[config.mk]
export PLATFORM = sky130hd
export DESIGN_NAME = sec_timer64
export DESIGN_NICKNAME = d
export VERILOG_FILES = /design/src/rtl/tmr_pkg.sv /design/src/rtl/tmr_cfg_regs.sv /design/src/rtl/tmr_count_core.sv /design/src/rtl/tmr_read_mux.sv /design/src/rtl/sec_timer64.sv
export SDC_FILE = /design/constraint.sdc
export NUM_CORES = 1
export LEC_CHECK = 0
export ABC_AREA = 0
export BUFFER_PORTS_ARGS = -buffer_cell sky130_fd_sc_hd__buf_2
export CAP_MARGIN = 0
export CELL_PAD_IN_SITES_DETAIL_PLACEMENT = 2
export CELL_PAD_IN_SITES_GLOBAL_PLACEMENT = 2
export CORE_ASPECT_RATIO = 0.5
export CORE_MARGIN = 1.5
export CORE_UTILIZATION = 39
export DETAILED_ROUTE_END_ITERATION = 7
export GPL_TIMING_DRIVEN = 0
export PLACE_DENSITY = 0.95
export SLEW_MARGIN = 5
export SYNTH_ARGS = -nofsm -noshare
export SYNTH_HDL_FRONTEND = slang
export SYNTH_SLANG_ARGS = --single-unit
[constraint.sdc]
create_clock -name clk -period 5.8 [get_ports clk]
set_clock_uncertainty 0.15 [all_clocks]
set_input_delay 0.87 -clock clk [delete_from_list [all_inputs] [get_ports clk]]
set_output_delay 0.87 -clock clk [all_outputs]
set_load 0.1 [all_outputs]
[src/rtl/tmr_pkg.sv]
// Shared constants for the 64-bit timer: register byte offsets and the
// counting phase. Assumes byte addressing with 32-bit aligned registers.
package tmr_pkg;
    localparam int unsigned OFF_END_LO  = 32'h00;
    localparam int unsigned OFF_END_HI  = 32'h04;
    localparam int unsigned OFF_CUR_LO  = 32'h08;
    localparam int unsigned OFF_CUR_HI  = 32'h0C;
    localparam int unsigned OFF_INIT_LO = 32'h10;
    localparam int unsigned OFF_INIT_HI = 32'h14;
    localparam int unsigned OFF_STAT    = 32'h18;
    localparam int unsigned OFF_CTRL    = 32'h1C;

    // Control bit positions
    localparam int unsigned CTRL_EN_BIT   = 0;
    localparam int unsigned CTRL_MODE_BIT = 1;

    // Counting phase: counting, or parked at terminal value (one-shot)
    typedef enum logic {
        PH_COUNT = 1'b0,
        PH_HELD  = 1'b1
    } phase_t;
endpackage

[src/rtl/tmr_cfg_regs.sv]
// Configuration registers: terminal value, start value and control.
// Decodes writes and produces the enable-edge and status-clear pulses.
// Assumes one-clock write strobes and a synchronous active-low reset.
module tmr_cfg_regs
    import tmr_pkg::*;
#(
    parameter int ADDR_W = 5,
    parameter int DATA_W = 32,
    localparam int CNT_W = 2 * DATA_W
) (
    input  logic              clk,
    input  logic              rst_n,
    input  logic              wr_en,
    input  logic [ADDR_W-1:0] addr,
    input  logic [DATA_W-1:0] wdata,
    output logic [CNT_W-1:0]  end_cnt,
    output logic [CNT_W-1:0]  init_cnt,
    output logic              tmr_en,
    output logic              tmr_mode,
    output logic              en_rise,
    output logic              stat_clr
);
    logic hit_ctrl;
    logic hit_stat;

    // Address match for the control and status offsets
    assign hit_ctrl = wr_en && (addr == ADDR_W'(OFF_CTRL));
    assign hit_stat = wr_en && (addr == ADDR_W'(OFF_STAT));

    // Enable edge: enable bit written as 1 while currently clear
    assign en_rise  = hit_ctrl && wdata[CTRL_EN_BIT] && !tmr_en;
    // Write-one-to-clear request for the status bit
    assign stat_clr = hit_stat && wdata[0];

    // Register file update from the write port
    always_ff @(posedge clk) begin
        if (!rst_n) begin
            end_cnt  <= '0;
            init_cnt <= '0;
            tmr_en   <= 1'b0;
            tmr_mode <= 1'b0;
        end else if (wr_en) begin
            if (addr == ADDR_W'(OFF_END_LO))  end_cnt[DATA_W-1:0]      <= wdata;
            if (addr == ADDR_W'(OFF_END_HI))  end_cnt[CNT_W-1:DATA_W]  <= wdata;
            if (addr == ADDR_W'(OFF_INIT_LO)) init_cnt[DATA_W-1:0]     <= wdata;
            if (addr == ADDR_W'(OFF_INIT_HI)) init_cnt[CNT_W-1:DATA_W] <= wdata;
            if (hit_ctrl) begin
                tmr_en   <= wdata[CTRL_EN_BIT];
                tmr_mode <= wdata[CTRL_MODE_BIT];
            end
        end
    end
endmodule

[src/rtl/tmr_count_core.sv]
// Counting core: 64-bit up-counter with terminal compare, periodic reload
// or one-shot park, and the sticky status bit. Assumes en_rise occurs only
// while tmr_en is clear.
module tmr_count_core
    import tmr_pkg::*;
#(
    parameter int CNT_W = 64
) (
    input  logic             clk,
    input  logic             rst_n,
    input  logic             tmr_en,
    input  logic             tmr_mode,
    input  logic             en_rise,
    input  logic             stat_clr,
    input  logic [CNT_W-1:0] end_cnt,
    input  logic [CNT_W-1:0] init_cnt,
    output logic [CNT_W-1:0] count,
    output logic             status
);
    phase_t phase;
    logic   running;
    logic   hit;

    // Counting qualifies on enable and not parked; hit is the terminal match
    assign running = tmr_en && (phase == PH_COUNT);
    assign hit     = running && (count == end_cnt);

    // Count and phase: load on enable edge, reload or park on hit, else step
    always_ff @(posedge clk) begin
        if (!rst_n) begin
            count <= '0;
            phase <= PH_COUNT;
        end else if (en_rise) begin
            count <= init_cnt;
            phase <= PH_COUNT;
        end else if (hit) begin
            if (!tmr_mode) count <= init_cnt;
            else           phase <= PH_HELD;
        end else if (running) begin
            count <= count + 1'b1;
        end
    end

    // Sticky status: set on hit, cleared by write-one, set wins
    always_ff @(posedge clk) begin
        if (!rst_n)        status <= 1'b0;
        else if (hit)      status <= 1'b1;
        else if (stat_clr) status <= 1'b0;
    end

    p_load_on_enable_r3: assert property (@(posedge clk) disable iff (!rst_n)
        en_rise |=> count == $past(init_cnt));

    p_step_by_one_r4: assert property (@(posedge clk) disable iff (!rst_n)
        (running && count != end_cnt && !en_rise) |=> count == $past(count) + 1'b1);

    p_status_needs_match_r5: assert property (@(posedge clk) disable iff (!rst_n)
        $rose(status) |-> $past(running && count == end_cnt));

    p_periodic_reload_r6: assert property (@(posedge clk) disable iff (!rst_n)
        (running && count == end_cnt && !tmr_mode) |=> (count == $past(init_cnt)) && status);

    p_oneshot_park_r7: assert property (@(posedge clk) disable iff (!rst_n)
        (phase == PH_HELD && !en_rise) |=> $stable(count) && !$rose(status));

    p_frozen_when_off_r8: assert property (@(posedge clk) disable iff (!rst_n)
        (!tmr_en && !en_rise) |=> $stable(count));
endmodule

[src/rtl/tmr_read_mux.sv]
// Read path: selects register data by offset and captures the live high
// word on a low-word read strobe so a two-word read is coherent.
module tmr_read_mux
    import tmr_pkg::*;
#(
    parameter int ADDR_W = 5,
    parameter int DATA_W = 32,
    localparam int CNT_W = 2 * DATA_W
) (
    input  logic              clk,
    input  logic              rst_n,
    input  logic              rd_en,
    input  logic [ADDR_W-1:0] addr,
    input  logic [CNT_W-1:0]  count,
    input  logic [CNT_W-1:0]  end_cnt,
    input  logic [CNT_W-1:0]  init_cnt,
    input  logic              status,
    input  logic              tmr_en,
    input  logic              tmr_mode,
    output logic [DATA_W-1:0] rdata
);
    logic [DATA_W-1:0] hi_snap;
    logic              lo_read;

    assign lo_read = rd_en && (addr == ADDR_W'(OFF_CUR_LO));

    // Capture the live high word when the low word is read
    always_ff @(posedge clk) begin
        if (!rst_n)       hi_snap <= '0;
        else if (lo_read) hi_snap <= count[CNT_W-1:DATA_W];
    end

    // Offset-to-data selection; unmapped offsets read zero
    always_comb begin
        rdata = '0;
        case (32'(addr))
            OFF_END_LO:  rdata = end_cnt[DATA_W-1:0];
            OFF_END_HI:  rdata = end_cnt[CNT_W-1:DATA_W];
            OFF_CUR_LO:  rdata = count[DATA_W-1:0];
            OFF_CUR_HI:  rdata = hi_snap;
            OFF_INIT_LO: rdata = init_cnt[DATA_W-1:0];
            OFF_INIT_HI: rdata = init_cnt[CNT_W-1:DATA_W];
            OFF_STAT:    rdata = DATA_W'(status);
            OFF_CTRL:    rdata = DATA_W'({tmr_mode, tmr_en});
            default:     rdata = '0;
        endcase
    end

    p_snapshot_coherent_r9: assert property (@(posedge clk) disable iff (!rst_n)
        lo_read |=> hi_snap == $past(count[CNT_W-1:DATA_W]));
endmodule

[src/rtl/sec_timer64.sv]
// Top of the 64-bit programmable interval timer: register port, counting
// core and read path. Assumes a single clock and synchronous reset.
module sec_timer64 #(
    parameter int ADDR_W = 5,
    parameter int DATA_W = 32
) (
    input  logic              clk,
    input  logic              rst_n,
    input  logic              reg_wr,
    input  logic              reg_rd,
    input  logic [ADDR_W-1:0] reg_addr,
    input  logic [DATA_W-1:0] reg_wdata,
    output logic [DATA_W-1:0] reg_rdata,
    output logic              irq
);
    localparam int CNT_W = 2 * DATA_W;

    logic [CNT_W-1:0] end_cnt;
    logic [CNT_W-1:0] init_cnt;
    logic [CNT_W-1:0] count;
    logic             tmr_en;
    logic             tmr_mode;
    logic             en_rise;
    logic             stat_clr;
    logic             status;

    tmr_cfg_regs #(.ADDR_W(ADDR_W), .DATA_W(DATA_W)) u_cfg (
        .clk      (clk),
        .rst_n    (rst_n),
        .wr_en    (reg_wr),
        .addr     (reg_addr),
        .wdata    (reg_wdata),
        .end_cnt  (end_cnt),
        .init_cnt (init_cnt),
        .tmr_en   (tmr_en),
        .tmr_mode (tmr_mode),
        .en_rise  (en_rise),
        .stat_clr (stat_clr)
    );

    tmr_count_core #(.CNT_W(CNT_W)) u_core (
        .clk      (clk),
        .rst_n    (rst_n),
        .tmr_en   (tmr_en),
        .tmr_mode (tmr_mode),
        .en_rise  (en_rise),
        .stat_clr (stat_clr),
        .end_cnt  (end_cnt),
        .init_cnt (init_cnt),
        .count    (count),
        .status   (status)
    );

    tmr_read_mux #(.ADDR_W(ADDR_W), .DATA_W(DATA_W)) u_rd (
        .clk      (clk),
        .rst_n    (rst_n),
        .rd_en    (reg_rd),
        .addr     (reg_addr),
        .count    (count),
        .end_cnt  (end_cnt),
        .init_cnt (init_cnt),
        .status   (status),
        .tmr_en   (tmr_en),
        .tmr_mode (tmr_mode),
        .rdata    (reg_rdata)
    );

    // Interrupt line mirrors the sticky status bit
    assign irq = status;
endmodule

==> flow_results.org <==
** Detailed routing
- DR pass1 iterations :: 6
- Residual antenna-violating net count after detailed routing :: 0
- Final routed wirelength across all metal layers :: 71000 um
- In the routed design, unresolved DRC markers number 0.
- The routed layout has ~14000 vias.
- Ratio of routed vias to standard cells :: 6.71
- Number of DRC markers in iteration 0 :: roughly 1700
- Dividing the detail-routed wire length by the instance count gives roughly 34 um.

** Clock tree
- CTS hold repair buffers :: 0
- The longest clock path from root to sink contains 3 buffers.
- Clk sinks :: 228
- CTS placed an instance of sky130_fd_sc_hd__clkbuf_16 at the clock tree root.
- In this run the number of H-tree levels came out at 1.
- At the later pin of the worst-skew pair, clock insertion delay measures 0.56 ns.
- TritonCTS Buffers :: 23
- Post-CTS timing repair inserted 0 buffers for setup.
- TritonCTS built the clock tree.
- The number of gates resized after CTS was 0.
- CTS clock-pin slew for the worst setup and hold paths :: 0.07 ns

** Yosys
- Multiplexer fraction of the synthesized cell area :: 0.0503
- Summing every instance area after synthesis gives 11900 um^2.
- For this run, asynchronously set or reset flops after synthesis account for 0.
- Biggest area contributors in the synthesized netlist :: sky130_fd_sc_hd__dfxtp_1, sky130_fd_sc_hd__nand2_1, sky130_fd_sc_hd__a21oi_1, sky130_fd_sc_hd__a22oi_1, sky130_fd_sc_hd__mux2i_1
- The synthesized design spends more area on one cell type than any other, namely sky130_fd_sc_hd__dfxtp_1.
- Area share of the largest cell type after synthesis :: 0.383
- For this run, the register share of the synthesized area comes to 0.383.
- Of the total synthesized cell area, the portion taken by XOR and XNOR cells is 0.0360.
- Of the total synthesized cell area, the portion taken by full adders, half adders and majority gates is 0.00105.
- Net count of the mapped netlist :: 1626
- Library cells used by synthesis :: 65
- The synthesized design contains 0 enable-type register cells.
- Area fraction in compound gates after synthesis :: 0.223
- Flops & latches, synth :: approximately 230
- Synthesis produced a netlist whose cell count is 1584.
- For this run, the leading register cell type out of synthesis is sky130_fd_sc_hd__dfxtp_1.
- Dominant combinational cell family by area after synthesis :: simple AND/OR/NAND/NOR gates
- Average footprint of a synthesized cell :: 7.53 um^2
- The Yosys step of the flow raised 0 warnings.
- Simple-gate portion of the synthesized area :: 0.255

** Worst setup path
- Combined buffer and inverter count along the critical path :: 3
- For the worst flop-to-flop path, the logic depth is 10.
- STA classifies the critical path endpoint as an output port.
- Logic depth of the worst setup path including buffers :: 7
- Worst endpoint data arrival time :: 4.23 ns
- Element type at the critical path start :: input port
- Cell with the largest stage delay on the worst path :: sky130_fd_sc_hd__nor3_1
- Critical-path maximum fanout :: 10
- Data required, critical path :: approximately 4.8 ns
- Most numerous cell on the critical path :: sky130_fd_sc_hd__buf_2
- Worst path max stage delay :: 1.06 ns
- Cell-by-cell trace of the critical path :: buf_2 > or3_1 > nor3_1 > clkbuf_1 > a22oi_1 > nand3_1 > buf_2
- Critical path start-end classification :: input port to output port
- The cell family contributing the most delay on the critical path is simple AND/OR/NAND/NOR gates.

** Global routing
- Entering global routing, the biggest net connects 16 pins.
- GRT overflow :: 0
- Antenna violations before repair :: 4
- In the global route stage, overall resource usage came out at 0.441.
- The number of global-route vias before repair is 14500.
- The first global-routing pass estimated 101000 um of wire.

** Power and ir drop
- VDD sags by at most approximately 0.16 mV.
- For this design the ratio of total power to cell area is 250 nW/um^2.
- Static Leakage :: ~4.9 nW

** Placement
- The count of buffers added on input and output ports is 69.
- Dpl hpwl :: 55100 um
- The number of placed instances, taps included, is 2052.
- GPL Wtd Cong :: 1.02

** Final layout
- Of the cells placed in the final design, the portion with a size suffix greater than 1 is 0.0975.
- The final layout contains 1720 nets.
- Count of non-filler cells in the finished layout :: 2093
- Synth-to-Final Area Change :: 13.7%

** Floorplan
- The die is 250 um wide.
- Row generation in the floorplan step produced between 40 and 50 rows.
- Floorplan die area :: 31700 um^2
- In this run the count of I/O pins placed on the die edge is 74.
- Starting Density :: 0.395
- The core region is approximately 30000 um^2.
- Die boundary height :: between 100 and 150 um

** STA
- The number of hold-slack violations in the final timing report came to 0.
- Slew @ Worst Pin :: about 1.4 ns
- Setup total negative slack on the finished layout was measured at 0 ns.
- The total count of max-transition violations in the final report came to 0.
- Setup violations remaining at the end of the flow were counted as 0.
- The routed design could run at a clock period as short as 5.25 ns.
- Fraction of the cycle the final worst path needs :: 0.905
- Setup repair after global routing missed its margin :: false
- Derived from the worst setup path, the maximum achievable clock frequency is 191 MHz.
- Measured against its own limit, the worst slew margin works out to 0.0773.

** Min path
- Counting instances, the worst hold path has a depth of 2.
- In this run the worst hold path is classified as flip-flop to flip-flop.

** Job
- Across the run, the number of max-cap violations was 0.

** Outcome
- The flow ran to the end, and the final reports show no timing, DRC or antenna violations.
-- synthesized netlist by cell type, drive strengths merged, types with 9 or more instances --
cell,instances
xor2,26
and3,18
o21ai,11
o221a,11
a21oi,231
clkbuf,103
nor2,55
nand2,416
nor4,17
buf,26
inv,19
dfxtp,228
nand4,25
a22oi,90
nor3,22
o32ai,10
nor2b,11
and2,9
xnor2,23
mux2i,51
nand3,69
o22ai,42
-- tightest hold or removal path, stage by stage, from the launching register on --
cell and delay [ns]:
sky130_fd_sc_hd__dfxtp_1 0.32, sky130_fd_sc_hd__nand2_1 0.05, sky130_fd_sc_hd__a21oi_1 0.05
-- report_power, final --
group	switching (mW)	internal (mW)	leakage [nW]	total, mW
Combinational	0.135	0.0352	2.65	0.170
Clock	0.739	0.901	0.371	1.64
Sequential	0.0120	1.57	1.84	1.58
-- final timing paths --
| path | start | to | slack [ns] |
|---|---|---|---|
| setup / recovery | reg_addr[2] | reg_rdata[10] | 0.55 |
| setup reg to reg | u_core.count[27] | u_core.count[30] | 0.90 |
| hold reg to reg | u_rd.hi_snap[17] | u_rd.hi_snap[17] | 0.32 |
| hold / removal | u_rd.hi_snap[17] | u_rd.hi_snap[17] | 0.32 |
-- kinds of logic (layout without fill, tap and decap cells) --
group / after synthesis / after routing
buf+inv: 148 / 256
xor+xnor: 49 / 49
fa+ha+maj: 1 / 1
flops: 228 / 228
simple gates: 676 / 676
other cells: 0 / 2
mux: 59 / 59
compound gates: 423 / 423
-- area by class of cell --
| class | count | area (um^2) |
|---|---|---|
| Inverter | 19 | 71.3 |
| Clock inverter | 11 | 145 |
| Fill cell | 3532 | 16600 |
| Antenna cell | 2 | 5.00 |
| Tap cell | 399 | 499 |
| Buffer | 129 | 558 |
| Clock buffer | 28 | 624 |
| Timing Repair Buffer | 69 | 345 |
| Sequential cell | 228 | 4560 |
| Multi-Input combinational cell | 1208 | 6750 |
-- per-layer routing --
layer,vias up,share of wire,GRT usage
met1,7234,0.42,0.597
met3,175,0.12,0.130
met4,4,0.033,0.134
met5,-,0.00038,0
met2,831,0.43,0.675
li1,5797,-,-
-- stage by stage --
step	instance area [um^2]	util	setup WS (ns)	hold slack, ns	total power, mW
floorplan	11900	-	2.06	0.286	1.69
global placement	12800	0.423	0.827	0.293	1.77
detailed placement	12800	0.423	0.774	0.302	1.78
CTS	13500	0.449	0.744	0.312	3.37
global route	13600	0.449	0.561	0.340	3.45
finish	13600	0.449	0.552	0.319	3.39
-- placed cells by master, fill, tap and decap left out, drive strengths merged, types with 17 or more instances in the layout --
cell type	count
buf	95
clkbuf	131
nor2	55
inv	20
xor2	26
nand2	416
mux2i	51
nor4	17
dfxtp	228
nand3	69
nand4	25
a22oi	90
xnor2	23
nor3	22
o22ai	42
and3	18
a21oi	231
-- flip-flops by register name, summed over array words and instances, names as in the netlist --
name            flops
u_cfg.end_cnt      64
u_cfg.init_cnt     64
u_cfg.tmr_en        1
u_cfg.tmr_mode      1
u_core.count       64
u_core.phase        1
u_core.status       1
u_rd.hi_snap       32
(Power assumes the default switching activity.)
